<file path="config.mk">
export PLATFORM = sky130hd
export DESIGN_NAME = pix_reset_seq
export DESIGN_NICKNAME = d
export VERILOG_FILES = /design/src/rtl/pix_reset_pkg.sv /design/src/rtl/pix_reset_dp.sv /design/src/rtl/pix_reset_ctrl.sv /design/src/rtl/pix_reset_seq.sv
export SDC_FILE = /design/constraint.sdc
export NUM_CORES = 1
export LEC_CHECK = 0
export BUFFER_PORTS_ARGS = -buffer_cell sky130_fd_sc_hd__clkbuf_2
export CAP_MARGIN = 20
export CELL_PAD_IN_SITES_DETAIL_PLACEMENT = 0
export CELL_PAD_IN_SITES_GLOBAL_PLACEMENT = 1
export CORE_UTILIZATION = 42
export DETAILED_ROUTE_END_ITERATION = 10
export PLACE_DENSITY_LB_ADDON = 0.05
export SLEW_MARGIN = 20
export SYNTH_ARGS = -nofsm -noshare
export SYNTH_HDL_FRONTEND = slang
export SYNTH_SLANG_ARGS = --single-unit
</file>
<file path="constraint.sdc">
create_clock -name clk -period 1.8 [get_ports clk]
set_input_delay 0.36 -clock clk [delete_from_list [all_inputs] [get_ports clk]]
set_output_delay 0.36 -clock clk [all_outputs]
set_load 0.02 [all_outputs]
</file>
<file path="src/rtl/pix_reset_pkg.sv">
package pix_reset_pkg;

  // strobes from control to datapath
  typedef struct packed {
    logic startSeq;   // load the activation delay
    logic loadHold;   // load the hold length
    logic countDown;  // decrement phase counter
    logic holdReq;    // clocks should be held
  } seqCtrl_t;

  // status from datapath to control
  typedef struct packed {
    logic phaseDone;
    logic settling;
  } seqStat_t;

  typedef enum logic [1:0] {
    SEQ_IDLE  = 2'd0,
    SEQ_DELAY = 2'd1,
    SEQ_HOLD  = 2'd2,
    SEQ_TAIL  = 2'd3
  } seqState_t;

endpackage

</file>
<file path="src/rtl/pix_reset_dp.sv">
module pix_reset_dp
  import pix_reset_pkg::*;
#(
  parameter int ACT_DELAY     = 2,
  parameter int HOLD_CYCLES   = 4,
  parameter int SETTLE_CYCLES = 4096
) (
  input  logic     clk,
  input  logic     rstN,
  input  logic     freqChange,
  input  seqCtrl_t ctrl,
  output seqStat_t stat,
  output logic     gateEn
);
  localparam int MAXPH = (ACT_DELAY > HOLD_CYCLES) ? ACT_DELAY : HOLD_CYCLES;
  localparam int PW    = $clog2(MAXPH + 1);

  logic [PW-1:0] phaseCnt;

  always_ff @(posedge clk or negedge rstN) begin
    if (!rstN)
      phaseCnt <= '0;
    else if (ctrl.startSeq)
      phaseCnt <= PW'(ACT_DELAY - 1);
    else if (ctrl.loadHold)
      phaseCnt <= PW'(HOLD_CYCLES - 1);
    else if (ctrl.countDown)
      phaseCnt <= phaseCnt - 1'b1;
  end

  assign stat.phaseDone = (phaseCnt == '0);

  generate
    if (SETTLE_CYCLES > 0) begin : g_settle
      localparam int SW = $clog2(SETTLE_CYCLES + 1);
      logic [SW-1:0] settleCnt;
      always_ff @(posedge clk or negedge rstN) begin
        if (!rstN)
          settleCnt <= '0;
        else if (freqChange)
          settleCnt <= SW'(SETTLE_CYCLES);
        else if (settleCnt != '0)
          settleCnt <= settleCnt - 1'b1;
      end
      assign stat.settling = (settleCnt != '0);
    end else begin : g_nosettle
      logic unusedFc;
      assign unusedFc      = freqChange;
      assign stat.settling = 1'b0;
    end
  endgenerate

  // gate moves on the falling edge only, while the clock is low
  always_ff @(negedge clk or negedge rstN) begin
    if (!rstN)
      gateEn <= 1'b1;
    else
      gateEn <= ~ctrl.holdReq;
  end

endmodule

</file>
<file path="src/rtl/pix_reset_ctrl.sv">
module pix_reset_ctrl
  import pix_reset_pkg::*;
(
  input  logic     clk,
  input  logic     rstN,
  input  logic     trig,
  input  logic     freqChange,
  input  seqStat_t stat,
  output seqCtrl_t ctrl,
  output logic     busy
);
  seqState_t state, stateNext;
  logic      pending;
  logic      startOk;

  assign startOk = (state == SEQ_IDLE) && !stat.settling && !freqChange
                   && (trig || pending);

  always_comb begin
    ctrl         = '0;
    ctrl.holdReq = (state == SEQ_HOLD);
    stateNext    = state;
    unique case (state)
      SEQ_IDLE: begin
        if (startOk) begin
          ctrl.startSeq = 1'b1;
          stateNext     = SEQ_DELAY;
        end
      end
      SEQ_DELAY: begin
        if (stat.phaseDone) begin
          ctrl.loadHold = 1'b1;
          stateNext     = SEQ_HOLD;
        end else begin
          ctrl.countDown = 1'b1;
        end
      end
      SEQ_HOLD: begin
        if (stat.phaseDone) stateNext = SEQ_TAIL;
        else ctrl.countDown = 1'b1;
      end
      SEQ_TAIL: stateNext = SEQ_IDLE;
      default:  stateNext = SEQ_IDLE;
    endcase
  end

  always_ff @(posedge clk or negedge rstN) begin
    if (!rstN) begin
      state   <= SEQ_IDLE;
      pending <= 1'b0;
    end else begin
      state <= stateNext;
      if (startOk)
        pending <= 1'b0;
      else if (state == SEQ_IDLE && trig)
        pending <= 1'b1;
    end
  end

  assign busy = pending || (state != SEQ_IDLE);

endmodule

</file>
<file path="src/rtl/pix_reset_seq.sv">
module pix_reset_seq
  import pix_reset_pkg::*;
#(
  parameter int ACT_DELAY     = 2,
  parameter int HOLD_CYCLES   = 4,
  parameter int SETTLE_CYCLES = 4096
) (
  input  logic clk,
  input  logic rstN,
  input  logic trig,
  input  logic freqChange,
  output logic gateEn,
  output logic busy
);
  seqCtrl_t ctrl;
  seqStat_t stat;

  pix_reset_ctrl u_ctrl (
    .clk        (clk),
    .rstN       (rstN),
    .trig       (trig),
    .freqChange (freqChange),
    .stat       (stat),
    .ctrl       (ctrl),
    .busy       (busy)
  );

  pix_reset_dp #(
    .ACT_DELAY     (ACT_DELAY),
    .HOLD_CYCLES   (HOLD_CYCLES),
    .SETTLE_CYCLES (SETTLE_CYCLES)
  ) u_dp (
    .clk        (clk),
    .rstN       (rstN),
    .freqChange (freqChange),
    .ctrl       (ctrl),
    .stat       (stat),
    .gateEn     (gateEn)
  );

endmodule

</file>
==> metrics.cfg, run 1 <==
[run_status]
status = finished with violations
violations = setup timing

[setup_path]
cp_top_family = flip-flops
worst_setup_path_end_kind = primary output
cp.arrival_ps = 1890
worstPathRequired_ps = 1440
path_cells = buf_8
slowest_delay_ps = 520
start_kind = flop
worst-path-buf-inv = 1
crit_type = flop to primary output
slowest_stage = dfstp_2
cp_max_fo = 1

[die]
core_sq_um = 2567
dieArea_sq_um = 3038
io_pins = 6
rows = 18
fp.dieH_um = 55.12
die_w_um = 55.12
start_util_pct = 46.15

[cells_and_area]
multiInputGateArea_sq_um = 739.5
nNetsFinal = 168
diodes = 0
syn2layout_area_growth_pct = 32.31
design_area_sq_um = 1568
drive_above_1_share_pct = 36.13
nFillCells = 219
seq_area_sq_um = 503.0

[drt]
drt_pre_antenna_iters = 4
wire_per_inst_um = 14.37
ant_nets = 0
drt_wl_total_um = 2659
drtIter0Drc = 17
vias = 1022
drcViolationCount = 0
vias_per_cell = 5.524

[logic_synthesis]
syn_area_sq_um = 1185
ys_top_cells_by_count = dfrtp_1, nor2_1, inv_1, nand2_1
synth-edff-count = 0
yosysMostFrequentCell = dfrtp_1
avgSynthCellArea_sq_um = 9.556
ys_seq_area_share_pct = 42.34
synth_cell_types = 40
syn_inst = 124
netlist_top_cells_area = dfrtp_1, ha_1, nor2_1
synthFlopType = dfrtp_1
yosys.area.top_type = dfrtp_1
async_reset_ff_share_pct = 100.0
synthesis.nets = 136
netlist.area_leader.share_pct = 40.13
yosysWarnings = 0
synth_seq_cells = 20

[grt]
grt_pass1_vias = 872
grt_max_degree = 20
grt_pass1_wl_um = 4119
grt_overflow_total = 0
antenna_found_initial = 0
track_usage_pct = 19.54

[clocking]
clk_path_buf_depth = 2
cts_tree = built
htreeDepth = 1
cts_sinks = 20
clkTransAtPathRegs_ps = 110
numCtsBuffers = 3
cts_root_buffer = clkbuf_4
clk_latency_ps = 360
ctsHoldBuffers = 0

[power]
power_density_nw_per_um2 = 1851
p_sw_share_pct = 41.76
clock_power_share_pct = 8.1
p_leak_nw = 0.7182
intPower_mw = 1.690
power_frac_comb_pct = 64.3
ir_drop_mv = 1.166
p_switching_mw = 1.212
power_frac_seq_pct = 27.6

[sta]
setup_viol = 1
worst_pin_slew_ps = 379.7
fin_skew_ps = 59.40
whs_ps = 38.68
setup_ws_ps = -448.3
hold_viol_final = 0
finalMaxSlewViolations = 0
slew_headroom_pct = 74.52
rsz0062_at_grt = yes

[placed_design]
place.port_buffers = 5
gp_congestion = 0.8014
post-dp-hpwl_um = 1863
post_dp_cell_area_sq_um = 1401

[min_path]
hp-class = input port to asynchronous set/reset pin

[flow_run]
cap_violations = 0

[flip-flops by register name (all words and copies together), names as in the netlist]
register and count:
u_dp.phaseCnt 3, u_ctrl.state 2, u_dp.g_settle.settleCnt 13, u_dp.gateEn 1, u_ctrl.pending 1
[placed cells by master (no fill, tap or decap), types with 3 or more instances in the layout]
cell and instances:
or4_4 4, xnor2_1 3, clkbuf_4 3, nand2b_1 3, dfrtp_1 18, nand2_1 8, o211ai_1 3, ha_1 6
inv_1 8, mux2i_1 4, clkbuf_2 3, nor3_1 3, nand3_1 3, nor2_1 12, buf_4 23, a21oi_1 6
[layer usage]
layer	vias to the layer above	share of wire (%)	GRT usage [%]
met2	14	45	29.52
met4	0	0.56	2.500
met1	488	52	28.16
li1	518	-	-
met3	2	2.7	5.738
met5	-	0	0
[metrics by stage]
step	setup WS [ps]	utilization [%]	cells	total power [mW]	setup TNS, ps
after global placement	-106.8	54.58	178	2.326	-117.1
final	-448.3	61.06	185	2.902	-448.3
after CTS	-458.3	57.36	182	2.691	-458.3
after floorplan	-14.41	-	124	1.847	-26.16
after global routing	-476.2	61.06	185	3.123	-557.1
after detailed placement	-103.2	54.58	178	2.365	-131.9
[power by group through the flow]
| stage | combinational, mW | clock [mW] | sequential, mW |
|---|---|---|---|
| 2_1_floorplan | 1.04 | 0.00695 | 0.804 |
| 3_3_place_gp | 1.53 | 0.00695 | 0.794 |
| 3_5_place_dp | 1.56 | 0.00695 | 0.801 |
| 4_1_cts | 1.66 | 0.237 | 0.788 |
| 5_1_grt | 2.04 | 0.254 | 0.831 |
| 6_report | 1.87 | 0.234 | 0.801 |
[final timing paths]
check                                           startpoint                    endpoint  cells after the start  slack (ps)
worst max-delay path                           u_dp.gateEn                      gateEn                      1        -450
worst min-delay path                                  rstN  u_dp.g_settle.settleCnt[7]                      2          40
worst max register to register  u_dp.g_settle.settleCnt[0]  u_dp.g_settle.settleCnt[9]                      7          10
worst min register to register            u_dp.phaseCnt[2]            u_dp.phaseCnt[2]                      2         550
max in group asynchronous                             rstN                 u_dp.gateEn                      1         930
min in group clk                                      trig              u_ctrl.pending                      3         350
[layout make-up]
| type | instances | area share [%] |
|---|---|---|
| clock inverter | 1 | 0.2394 |
| sequential | 20 | 32.08 |
| multi-input combinational | 93 | 47.17 |
| tap | 30 | 2.394 |
| inverter | 8 | 1.915 |
| timing repair buffer | 29 | 14.53 |
| clock buffer | 4 | 1.676 |
[what timing repair did]
| item | 4_1_cts | 5_1_grt |
|---|---|---|
| cloned | 0 | 0 |
| setup endpoints to repair | 9 | 15 |
| pin swaps | 0 | 4 |
| gates resized for setup | 8 | 20 |
| buffers inserted | 1 | 3 |
[cells by family (layout without fill, tap and decap cells)]
group / count (synthesis) / after routing / share of synthesized area [%]
xor gates and xnor gates: 3 / 3 / 2.218
and+or+nand+nor: 53 / 53 / 25.13
buffers and inverters: 11 / 42 / 4.118
adders and majority gates: 8 / 8 / 8.448
DFF: 20 / 20 / 42.34
muxes: 4 / 4 / 3.379
AOI/OAI and AO/OA: 25 / 25 / 14.36
[worst register-to-register path: cells and delay by family, from the launching register on]
kind,cells,cell delay [ps]
buf+inv,2,240
fa+ha+maj,1,170
flops,1,420
simple gates,3,780
compound gates,1,130
No activity file was read; power rests on OpenSTA's default activity.
==> run 2, diff against run 1 <==
--- a/config.mk
+++ b/config.mk
@@ -6,9 +6,10 @@
 export NUM_CORES = 1
 export LEC_CHECK = 0
+export ABC_AREA = 1
 export BUFFER_PORTS_ARGS = -buffer_cell sky130_fd_sc_hd__clkbuf_2
 export CAP_MARGIN = 20
 export CELL_PAD_IN_SITES_DETAIL_PLACEMENT = 0
 export CELL_PAD_IN_SITES_GLOBAL_PLACEMENT = 1
-export CORE_UTILIZATION = 42
+export CORE_UTILIZATION = 40
 export DETAILED_ROUTE_END_ITERATION = 10
 export PLACE_DENSITY_LB_ADDON = 0.05
==> constraint.sdc (replaced) <==
create_clock -name clk -period 1.8 [get_ports clk]
set_input_delay 0 -clock clk [delete_from_list [all_inputs] [get_ports clk]]
set_output_delay 0 -clock clk [all_outputs]
set_load 0.02 [all_outputs]
==> metrics.cfg, run 2 <==
[power]
p_leak_nw = 0.7490  ; was 0.7182 nW
power_density_nw_per_um2 = 1642  ; was 1851 nW/um^2
ir_drop_mv = 0.7359  ; was 1.166 mV

[clocking]
clkTransAtPathRegs_ps = 130  ; was 110 ps
cts_sinks = 20  ; unchanged
cts_tree = built  ; unchanged
cts_root_buffer = clkbuf_4  ; unchanged
clk_path_buf_depth = 2  ; unchanged
postCtsSetupRepairBufs = 0  ; was 1
htreeDepth = 1  ; unchanged
clk_latency_ps = 370  ; was 360 ps
numCtsBuffers = 3  ; unchanged

[cells_and_area]
drive_above_1_share_pct = 15.43  ; was 36.13%
diodes = 0  ; unchanged
nNetsFinal = 188  ; was 168
syn2layout_area_growth_pct = 13.00  ; was 32.31%
fin_util_pct = 47.75  ; was 61.06%
final_common_cell = nand2_1  ; was buf_4
largest_register = u_dp.g_settle.settleCnt  ; unchanged
final_cell_mix = nand2_1, inv_1, dfrtp_1, nor2_1, nand3_1  ; was buf_4, dfrtp_1, nor2_1, inv_1, nand2_1
largest_reg_flops = 13  ; unchanged
reg_top3 = u_dp.g_settle.settleCnt: 13 flops, u_dp.phaseCnt: 3 flops, u_ctrl.state: 2 flops  ; unchanged
layout.cells.non_filler = 219  ; was 185

[logic_synthesis]
synth_seq_cells = 20  ; unchanged
synthesis.nets = 175  ; was 136
ys_top_cells_by_count = nand2_1, inv_1, dfrtp_1  ; was dfrtp_1, nor2_1, inv_1, nand2_1
syn_area_sq_um = 1290  ; was 1185 sq um
ys_seq_area_share_pct = 38.89  ; was 42.34%
yosysWarnings = 0  ; unchanged
netlist_top_cells_area = dfrtp_1, nand2_1, ha_1  ; was dfrtp_1, ha_1, nor2_1
synth-edff-count = 0  ; unchanged
netlist.area_leader.share_pct = 36.86  ; was 40.13%
yosysMostFrequentCell = nand2_1  ; was dfrtp_1
synth_cell_types = 30  ; was 40
syn_inst = 163  ; was 124
synthFlopType = dfrtp_1  ; unchanged
avgSynthCellArea_sq_um = 7.914  ; was 9.556 sq um
async_reset_ff_share_pct = 100.0  ; unchanged
yosys.area.top_type = dfrtp_1  ; unchanged

[drt]
vias = 1013  ; was 1022
drt_pre_antenna_iters = 4  ; unchanged
drtIter0Drc = 26  ; was 17
ant_nets = 0  ; unchanged
drt_wl_total_um = 2475  ; was 2659 um
vias_per_cell = 4.626  ; was 5.524
drcViolationCount = 0  ; unchanged
wire_per_inst_um = 11.30  ; was 14.37 um

[sta]
setup_ws_ps = -107.3  ; was -448.3 ps
finalMaxSlewViolations = 0  ; unchanged
setup_viol = 1  ; unchanged
rsz0062_at_grt = yes  ; unchanged
hold_viol_final = 0  ; unchanged
worst_pin_slew_ps = 347.1  ; was 379.7 ps
finalSetupTns_ps = -107.3  ; was -448.3 ps
fin_skew_ps = 56.20  ; was 59.40 ps
slew_headroom_pct = 76.72  ; was 74.52%

[min_path]
hp-class = input port to asynchronous set/reset pin  ; unchanged

[run_status]
status = finished with violations  ; unchanged
violations = setup timing  ; unchanged

[die]
io_pins = 6  ; unchanged
core_sq_um = 3053  ; was 2567 sq um
dieArea_sq_um = 3456  ; was 3038 sq um
rows = 20  ; was 18
start_util_pct = 42.25  ; was 46.15%
die_w_um = 58.79  ; was 55.12 um
fp.dieH_um = 58.79  ; was 55.12 um

[placed_design]
place.port_buffers = 5  ; unchanged
dp_cells = 212  ; was 178
post-dp-hpwl_um = 1891  ; was 1863 um
gp_congestion = 0.7383  ; was 0.8014

[setup_path]
worstPathRequired_ps = 1800  ; was 1440 ps
crit_type = flop to primary output  ; unchanged
path_cells = buf_8  ; unchanged
worst-path-buf-inv = 1  ; unchanged
worst_setup_path_end_kind = primary output  ; unchanged
start_kind = flop  ; unchanged
cp_top_family = flip-flops  ; unchanged
slowest_delay_ps = 530  ; was 520 ps
slowest_stage = dfstp_2  ; unchanged
cp.arrival_ps = 1910  ; was 1890 ps
cp_max_fo = 1  ; unchanged

[grt]
grt_max_degree = 20  ; unchanged
grt_pass1_wl_um = 4319  ; was 4119 um
grt_overflow_total = 0  ; unchanged
track_usage_pct = 16.88  ; was 19.54%
grt_pass1_vias = 1056  ; was 872
antenna_found_initial = 0  ; unchanged

[flow_run]
cap_violations = 0  ; unchanged

==> run 2: cell types whose count changed after synthesis, moves of 3 or more <==
cell,change
nand3_1,+7
nand2_1,+27
a21oi_1,-4
mux2i_1,-4
nor3_1,+3
o211ai_1,-3
inv_1,+17
nor2_2,+5
nand2_2,+3
xor2_1,+3
nand2b_1,-3
==> run 2: final timing paths <==
kind                                 start                           to  slack [ps]  depth (start not counted)
setup / recovery               u_dp.gateEn                       gateEn        -110                          1
max in group asynchronous             rstN                  u_dp.gateEn         750                          2
min in group clk           u_ctrl.state[1]              u_ctrl.state[1]         510                          2
hold / removal                        rstN  u_dp.g_settle.settleCnt[11]         210                          3
hold reg to reg            u_ctrl.state[1]              u_ctrl.state[1]         510                          2
setup reg to reg           u_ctrl.state[0]                  u_dp.gateEn         110                          3
==> run 2: per-layer routing <==
metal	up-vias	wire, um	global-route usage (%)
met4	0	51	8.163
met3	5	43	1.978
met1	465	1118	18.67
li1	533	-	-
met2	10	1262	31.66
met5	-	0	0
==> run 2: what timing repair did <==
action                     CTS  global route
hold endpoints to repair    24             0
pin swaps                    0             0
setup endpoints to repair    1             1
hold buffers                 3             0
resized for setup            2             1
==> run 2: final cells by class <==
class	count	area (sq um)
flip-flops and latches	20	501.7
fillers	309	1595
clock inverters	1	3.754
clock buffers	4	47.55
repair buffers	9	72.57
well taps	44	55.05
inverters	27	101.3
multi-input cells	114	675.6
==> run 2: power breakdown <==
group / switching (mW) / internal, mW
combinational: 0.768 / 0.529
clock: 0.156 / 0.173
sequential: 0.143 / 0.625
==> run 2: per-stage QoR <==
step / cell area (sq um) / hold WS (ps) / power (mW) / setup slack, ps
after floorplan: 1290 / -295.6 / 1.816 / 163.0
after global placement: 1370 / 26.06 / 2.037 / 140.1
after detailed placement: 1370 / 27.37 / 2.053 / 113.3
after CTS: 1456 / 215.3 / 2.414 / -130.1
after global routing: 1458 / 243.4 / 2.636 / -139.7
final: 1458 / 208.8 / 2.393 / -107.3
==> run 2: logic make-up (layout without fill, tap and decap cells) <==
family | count (synthesis) | count (layout) | share of synthesized area (%)
adders and majority gates | 8 | 8 | 7.760
and+or+nand+nor | 87 | 87 | 34.24
buffers and inverters | 29 | 41 | 8.729
xor gates and xnor gates | 5 | 5 | 3.395
DFF | 20 | 20 | 38.89
AOI/OAI and AO/OA | 14 | 14 | 6.984
